## config.mk

```make
export PLATFORM = sky130hd
export DESIGN_NAME = fill_locked_delay
export DESIGN_NICKNAME = d
export VERILOG_FILES = /design/src/rtl/fld_pkg.sv /design/src/rtl/fld_dco.sv /design/src/rtl/fld_pi.sv /design/src/rtl/fld_ring.sv /design/src/rtl/fill_locked_delay.sv
export SDC_FILE = /design/constraint.sdc
export NUM_CORES = 1
export LEC_CHECK = 0
export CELL_PAD_IN_SITES_DETAIL_PLACEMENT = 1
export CELL_PAD_IN_SITES_GLOBAL_PLACEMENT = 2
export CORE_ASPECT_RATIO = 0.9
export CORE_MARGIN = 5
export CORE_UTILIZATION = 25
export DETAILED_ROUTE_END_ITERATION = 6
export GPL_TIMING_DRIVEN = 0
export PLACE_DENSITY_LB_ADDON = 0.08
export SETUP_SLACK_MARGIN = 0.1
export SKIP_LAST_GASP = 1
export SYNTH_ARGS = -nofsm -noshare
export SYNTH_HDL_FRONTEND = slang
export SYNTH_SLANG_ARGS = --single-unit
```

## constraint.sdc

```tcl
create_clock -name clk -period 4.7 [get_ports clk]
set_input_delay 0.94 -clock clk [delete_from_list [all_inputs] [get_ports clk]]
set_output_delay 0.94 -clock clk [all_outputs]
set_load 0.005 [all_outputs]
```

## src/rtl/fld_pkg.sv

```systemverilog
package fld_pkg;
  typedef struct packed {
    logic ovf;
    logic unf;
  } fld_flags_t;
endpackage

```

## src/rtl/fld_dco.sv

```systemverilog
module fld_dco #(
  parameter int ACC_W = 8
) (
  input  logic             clk,
  input  logic             rst_n,
  input  logic [ACC_W-1:0] inc,
  output logic [ACC_W-1:0] phase,
  output logic             wr_req
);
  logic [ACC_W:0]   sum;
  logic [ACC_W-1:0] acc_q, acc_n;

  always_comb begin
    sum   = {1'b0, acc_q} + {1'b0, inc};
    acc_n = sum[ACC_W-1:0];
  end

  always_ff @(posedge clk or negedge rst_n) begin
    if (!rst_n) acc_q <= '0;
    else        acc_q <= acc_n;
  end

  assign phase  = acc_q;
  assign wr_req = sum[ACC_W];
endmodule

```

## src/rtl/fld_pi.sv

```systemverilog
module fld_pi #(
  parameter int ERR_W    = 14,
  parameter int ACC_W    = 8,
  parameter int NOM_INC  = 16,
  parameter int INC_SPAN = 8,
  parameter int KP_SH    = 6,
  parameter int KI_SH    = 10
) (
  input  logic                    clk,
  input  logic                    rst_n,
  input  logic                    upd,
  input  logic signed [ERR_W-1:0] err,
  output logic [ACC_W-1:0]        inc
);
  localparam int IW = ERR_W + KI_SH + 2;
  localparam logic signed [IW-1:0] I_HI = IW'(INC_SPAN << KI_SH);
  localparam logic signed [IW-1:0] I_LO = -I_HI;
  localparam logic signed [IW-1:0] U_HI = IW'(INC_SPAN);
  localparam logic signed [IW-1:0] U_LO = -U_HI;

  logic signed [IW-1:0] e_x, i_sum, u_raw, u_cl, integ_q, integ_n;
  logic [ACC_W-1:0]     inc_q, inc_n;

  always_comb begin
    e_x   = {{(IW-ERR_W){err[ERR_W-1]}}, err};
    i_sum = integ_q + e_x;
    u_raw = (e_x >>> KP_SH) + (integ_q >>> KI_SH);
    if (u_raw > U_HI)      u_cl = U_HI;
    else if (u_raw < U_LO) u_cl = U_LO;
    else                   u_cl = u_raw;
    integ_n = integ_q;
    inc_n   = inc_q;
    if (upd) begin
      if (i_sum > I_HI)      integ_n = I_HI;
      else if (i_sum < I_LO) integ_n = I_LO;
      else                   integ_n = i_sum;
      inc_n = ACC_W'(NOM_INC + int'(u_cl));
    end
  end

  always_ff @(posedge clk or negedge rst_n) begin
    if (!rst_n) begin
      integ_q <= '0;
      inc_q   <= ACC_W'(NOM_INC);
    end else begin
      integ_q <= integ_n;
      inc_q   <= inc_n;
    end
  end

  assign inc = inc_q;
endmodule

```

## src/rtl/fld_ring.sv

```systemverilog
module fld_ring
  import fld_pkg::*;
#(
  parameter int DATA_W = 16,
  parameter int ADDR_W = 4
) (
  input  logic              clk,
  input  logic              rst_n,
  input  logic              wr_req,
  input  logic [DATA_W-1:0] din,
  input  logic              rd_en,
  output logic [DATA_W-1:0] dout,
  output logic [ADDR_W:0]   fill,
  output logic [ADDR_W:0]   wr_cnt,
  output fld_flags_t        flags
);
  localparam int DEPTH = 1 << ADDR_W;

  logic [DATA_W-1:0] mem [DEPTH];
  logic [ADDR_W:0]   wr_q, wr_n, rd_q, rd_n;
  logic [DATA_W-1:0] dout_q, dout_n;
  fld_flags_t        flg_q, flg_n;
  logic              full, empty, wr_ok, rd_ok;

  always_comb begin
    fill   = wr_q - rd_q;
    full   = (fill == (ADDR_W+1)'(DEPTH));
    empty  = (fill == '0);
    wr_ok  = wr_req & ~full;
    rd_ok  = rd_en & ~empty;
    wr_n   = wr_ok ? wr_q + 1'b1 : wr_q;
    rd_n   = rd_ok ? rd_q + 1'b1 : rd_q;
    dout_n = rd_ok ? mem[rd_q[ADDR_W-1:0]] : dout_q;
    flg_n.ovf = wr_req & full;
    flg_n.unf = rd_en & empty;
  end

  always_ff @(posedge clk) begin
    if (wr_ok) mem[wr_q[ADDR_W-1:0]] <= din;
  end

  always_ff @(posedge clk or negedge rst_n) begin
    if (!rst_n) begin
      wr_q   <= '0;
      rd_q   <= '0;
      dout_q <= '0;
      flg_q  <= '0;
    end else begin
      wr_q   <= wr_n;
      rd_q   <= rd_n;
      dout_q <= dout_n;
      flg_q  <= flg_n;
    end
  end

  assign dout   = dout_q;
  assign wr_cnt = wr_q;
  assign flags  = flg_q;
endmodule

```

## src/rtl/fill_locked_delay.sv

```systemverilog
module fill_locked_delay
  import fld_pkg::*;
#(
  parameter int DATA_W   = 16,
  parameter int ADDR_W   = 4,
  parameter int ACC_W    = 8,
  parameter int FRAC_W   = 8,
  parameter int NOM_INC  = 16,
  parameter int INC_SPAN = 8,
  parameter int KP_SH    = 6,
  parameter int KI_SH    = 10,
  parameter int LOCK_THR = 128,
  parameter int LOCK_CNT = 8
) (
  input  logic                       clk,
  input  logic                       rst_n,
  input  logic                       rd_tick,
  input  logic [DATA_W-1:0]          din,
  output logic                       wr_req,
  input  logic [ADDR_W+FRAC_W:0]     target,
  output logic [DATA_W-1:0]          dout,
  output logic                       locked,
  output logic                       overflow,
  output logic                       underflow
);
  localparam int TGT_W = ADDR_W + 1 + FRAC_W;
  localparam int ERR_W = TGT_W + 1;
  localparam int CW    = $clog2(LOCK_CNT + 1);

  logic                    rs1_q, rst_sync_n;
  logic [ACC_W-1:0]        inc, phase;
  logic [ADDR_W:0]         fill, wr_cnt;
  logic [TGT_W-1:0]        fill_fx;
  logic signed [ERR_W-1:0] err;
  logic [ERR_W-1:0]        abs_err;
  logic                    primed_q, primed_n, upd;
  logic [CW-1:0]           lcnt_q, lcnt_n;
  logic                    locked_q, locked_n;
  fld_flags_t              flags;

  always_ff @(posedge clk or negedge rst_n) begin
    if (!rst_n) begin
      rs1_q      <= 1'b0;
      rst_sync_n <= 1'b0;
    end else begin
      rs1_q      <= 1'b1;
      rst_sync_n <= rs1_q;
    end
  end

  fld_dco #(.ACC_W(ACC_W)) u_dco (
    .clk(clk), .rst_n(rst_sync_n), .inc(inc), .phase(phase), .wr_req(wr_req)
  );

  fld_ring #(.DATA_W(DATA_W), .ADDR_W(ADDR_W)) u_ring (
    .clk(clk), .rst_n(rst_sync_n), .wr_req(wr_req), .din(din),
    .rd_en(rd_tick & primed_q), .dout(dout), .fill(fill),
    .wr_cnt(wr_cnt), .flags(flags)
  );

  fld_pi #(
    .ERR_W(ERR_W), .ACC_W(ACC_W), .NOM_INC(NOM_INC), .INC_SPAN(INC_SPAN),
    .KP_SH(KP_SH), .KI_SH(KI_SH)
  ) u_pi (
    .clk(clk), .rst_n(rst_sync_n), .upd(upd), .err(err), .inc(inc)
  );

  always_comb begin
    fill_fx  = {fill, phase[ACC_W-1 -: FRAC_W]};
    err      = $signed({1'b0, target}) - $signed({1'b0, fill_fx});
    abs_err  = err[ERR_W-1] ? ERR_W'(-err) : ERR_W'(err);
    primed_n = primed_q | (fill >= target[TGT_W-1:FRAC_W]);
    upd      = rd_tick & primed_q;
    lcnt_n   = lcnt_q;
    locked_n = locked_q;
    if (upd) begin
      if (abs_err < ERR_W'(LOCK_THR)) begin
        if (lcnt_q != CW'(LOCK_CNT)) lcnt_n = lcnt_q + 1'b1;
        locked_n = (lcnt_n == CW'(LOCK_CNT));
      end else begin
        lcnt_n   = '0;
        locked_n = 1'b0;
      end
    end
  end

  always_ff @(posedge clk or negedge rst_sync_n) begin
    if (!rst_sync_n) begin
      primed_q <= 1'b0;
      lcnt_q   <= '0;
      locked_q <= 1'b0;
    end else begin
      primed_q <= primed_n;
      lcnt_q   <= lcnt_n;
      locked_q <= locked_n;
    end
  end

  assign locked    = locked_q;
  assign overflow  = flags.ovf;
  assign underflow = flags.unf;
endmodule

```

==> flow_summary_export.csv <==
group,metric,value,unit
critical_path,r2r-start,"u_ring.rd_q[0]",
sta,layout_setup_ws,-1062,ps
critical_path,cpMostUsedCell,"ha_4",
final_layout,fin_nets,1419,
drt,num_vias,10500,
job,maxCapViolCount,0,
sta,drv_slew,0,
synthesis,synthCells,1158,
synthesis,synthMuxAreaShare,12.13,%
critical_path,crit_slowest_cell,"fa_2",
cts,insertion_delay,570,ps
critical_path,r2r_setup_slack,-1060,ps
synthesis,async_reset_ff_share,23.35,%
critical_path,crit_type,"flop to flop",
placed_design,dp_hpwl,34720,um
drt,vias_per_cell,4.752,
floorplan,ios,52,
global_routing,grt_max_degree,41,
synthesis,synth_compound_area_share,9.995,%
global_routing,grt_overflow,0,
synthesis,ys_seq_elements,334,
synthesis,ys_seq_area_share,58.38,%
floorplan,start_util,25.22,%
floorplan,die_y,253.8,um
drt,first_pass_iters,4,
synthesis,synth_edf_count,256,
critical_path,arrival,6210,ps
synthesis,netlist_area,16510,um2
synthesis,avgSynthCellArea,14.26,um2
drt,wl,52810,um
final_layout,fillers,6811,
cts,cts_made_buffers,39,
floorplan,rows,89,
floorplan,fp.dieArea,71300,um2
synthesis,netlist-cell-type-count,85,
cts,clkTransAtPathRegs,70,ps
floorplan,coreArea,65480,um2
global_routing,grt_pass1_wl,77710,um
final_layout,drive_above_1_share,30.78,%
critical_path,cp-startpoint,"u_ring.rd_q[0]",
final_layout,syn_to_final_growth,28.45,%
critical_path,worstSetupStartpointType,"flop",
sta,hold_viol,0,
synthesis,synth_nets,1263,
global_routing,track_usage,14.72,%
placed_design,place.gp.congestion,0.7178,
critical_path,required,5140,ps
drt,drcViolationCount,0,
drt,wl_per_cell,23.90,um
sta,fmax,173.5,MHz
synthesis,yosys_warnings,0,
synthesis,synth_flop_cell,"edfxtp_1",
floorplan,die_w,280.9,um
cts,tritoncts,"yes",
synthesis,yosys.cell_count.top_type,"edfxtp_1",
cts,htree_levels,2,
min_path,hold_path_class,"flop to asynchronous set/reset pin",
sta,slew_headroom,11.54,%
synthesis,yosys.area.top_type,"edfxtp_1",
sta,rsz0062_at_grt,"yes",
synthesis,synthTopCellsByCount,"edfxtp_1 (256), mux4_2 (80), dfrtp_1 (77), ha_1 (68), a21oi_1 (66)",
placed_design,preCtsSetupSlack,-2763,ps
critical_path,critPathBufInv,6,
status,violations,"negative setup slack",
synthesis,synthAdderAreaFrac,5.759,%
critical_path,crit_path_end_kind,"flop",
synthesis,synth_top_family_by_area,"multiplexers",
sta,fin_crit_sh,122.6,%
cts,numClockSinks,334,
synthesis,synth-xor-area-share,2.811,%
sta,setup_viol,31,
global_routing,antenna_found_initial,1,
global_routing,grt_pass1_vias,11350,
critical_path,critPathMaxStageDelay,570,ps
synthesis,synth-simple-area-share,8.153,%
critical_path,crit_family,"adder cells",
sta,clock_skew,13.45,ps
status,status,"complete, but fails checks",
critical_path,cp_max_fo,6,
sta,fin_crit,5762,ps
sta,max_slew.worst_pin.slew,1327,ps
cts,clock_path_buffers,3,
synthesis,synth_area_leaders,"edfxtp_1 (47%), dfrtp_1 (12%), mux4_2 (11%)",
drt,postRouteAntennaNets,0,
drt,drtIter0Drc,523,
cts,cts-root-buf,"clkbuf_16",
placed_design,numPortBuffers,51,
synthesis,yosysTopAreaCellShare,46.56,%
-- logic make-up (layout without fill, tap and decap cells) --
kind of cell | after synthesis | count (layout)
muxes | 98 | 98
AOI/OAI and AO/OA | 245 | 245
other | 1 | 2
DFF | 334 | 334
adders and majority gates | 73 | 73
and+or+nand+nor | 254 | 254
xor gates and xnor gates | 53 | 53
buffers and inverters | 100 | 287
-- metrics by stage --
step           setup TNS (ps)  instance area [um2]  util [%]  hold slack [ps]  cells
3_3_place_gp           -92940                18440     28.17            336.0   2073
6_report               -27360                21210     32.39            332.7   2210
2_1_floorplan          -13970                16850         -            331.2   1158
4_1_cts                -31390                20600     31.46            355.9   2184
5_1_grt                -35130                21210     32.39            364.9   2209
3_5_place_dp           -96440                18490     28.24            342.0   2075
-- state kept, by name, summed over array words and instances (netlist names) --
| signal | cells |
|---|---|
| u_ring.mem | 256 |
| u_pi.integ_q | 26 |
| u_ring.dout | 16 |
| u_dco.phase | 8 |
| u_pi.inc | 8 |
| u_ring.rd_q | 5 |
| u_ring.wr_cnt | 5 |
| lcnt_q | 4 |
| u_ring.flags | 2 |
| locked | 1 |
| primed_q | 1 |
| rs1_q | 1 |
| rst_sync_n | 1 |
-- what timing repair did --
| item | 4_1_cts | 5_1_grt |
|---|---|---|
| cloned | 3 | 0 |
| hold buffers | 0 | 0 |
| resized for setup | 121 | 84 |
| pin swaps | 57 | 54 |
| endpoints found under the setup margin | 207 | 223 |
| buffers inserted | 37 | 27 |
-- worst reg2reg max path: cells and delay by family, from the launching register on --
| kind | cells | cell delay, ps |
|---|---|---|
| xor+xnor | 1 | 230 |
| compound gates | 7 | 1170 |
| fa+ha+maj | 5 | 1700 |
| flops | 1 | 430 |
| simple gates | 9 | 1250 |
| buf+inv | 6 | 860 |
-- routing by layer --
layer  part of all wire [%]  wire, um  vias to the layer above  GRT usage, %
met1                     46     24300                     5472         19.90
met4                    2.3      1192                        0         3.777
met2                     49     25880                      123         25.02
met3                    2.7      1443                       63         2.140
met5                      0         0                        -             0
li1                       -         -                     4844             -
-- layout make-up --
type | count | area [um2] | area share, %
flip-flops and latches | 334 | 9648 | 45.49
multi-input cells | 724 | 7527 | 35.49
repair buffers | 119 | 1122 | 5.291
well taps | 864 | 1081 | 5.097
clock buffers | 53 | 1049 | 4.943
plain buffers | 47 | 355.3 | 1.675
clock inverters | 19 | 215.2 | 1.015
inverters | 48 | 203.9 | 0.9615
repair inverters | 1 | 6.256 | 0.02950
diodes | 1 | 2.502 | 0.01180
-- placed cells by master, fill, tap and decap left out, types with 12 or more instances in the layout --
| cell type | synthesis | routed |
|---|---|---|
| nand2_1 | 59 | 52 |
| buf_6 | 7 | 14 |
| a21oi_1 | 66 | 47 |
| ha_4 | 0 | 23 |
| xnor2_1 | 28 | 22 |
| o22ai_1 | 15 | 12 |
| clkbuf_1 | 30 | 29 |
| o31ai_1 | 16 | 14 |
| nand3_1 | 15 | 12 |
| dfrtp_1 | 77 | 73 |
| and2_1 | 20 | 12 |
| clkbuf_16 | 0 | 40 |
| mux2_2 | 17 | 16 |
| nand4_1 | 16 | 16 |
| mux4_2 | 80 | 80 |
| xor2_1 | 25 | 17 |
| nor2_1 | 55 | 42 |
| ha_1 | 68 | 40 |
| inv_1 | 47 | 40 |
| buf_4 | 3 | 58 |
| a21o_1 | 17 | 16 |
| clkdlybuf4s50_1 | 0 | 50 |
| edfxtp_1 | 256 | 256 |
| o21ai_0 | 32 | 23 |
-- final timing paths --
check / endpoint / cells past startpoint
setup / recovery: u_pi.integ_q[12] / 28
setup reg to reg: u_pi.integ_q[12] / 28
max in group asynchronous: u_pi.inc[4] / 1
hold reg to reg: u_ring.flags[0] / 0
min in group clk: rst_sync_n / 0
hold / removal: u_ring.flags[0] / 0
Power is not shown: default switching activity piles up to over one toggle a cycle in this logic, so the estimate is an artifact.
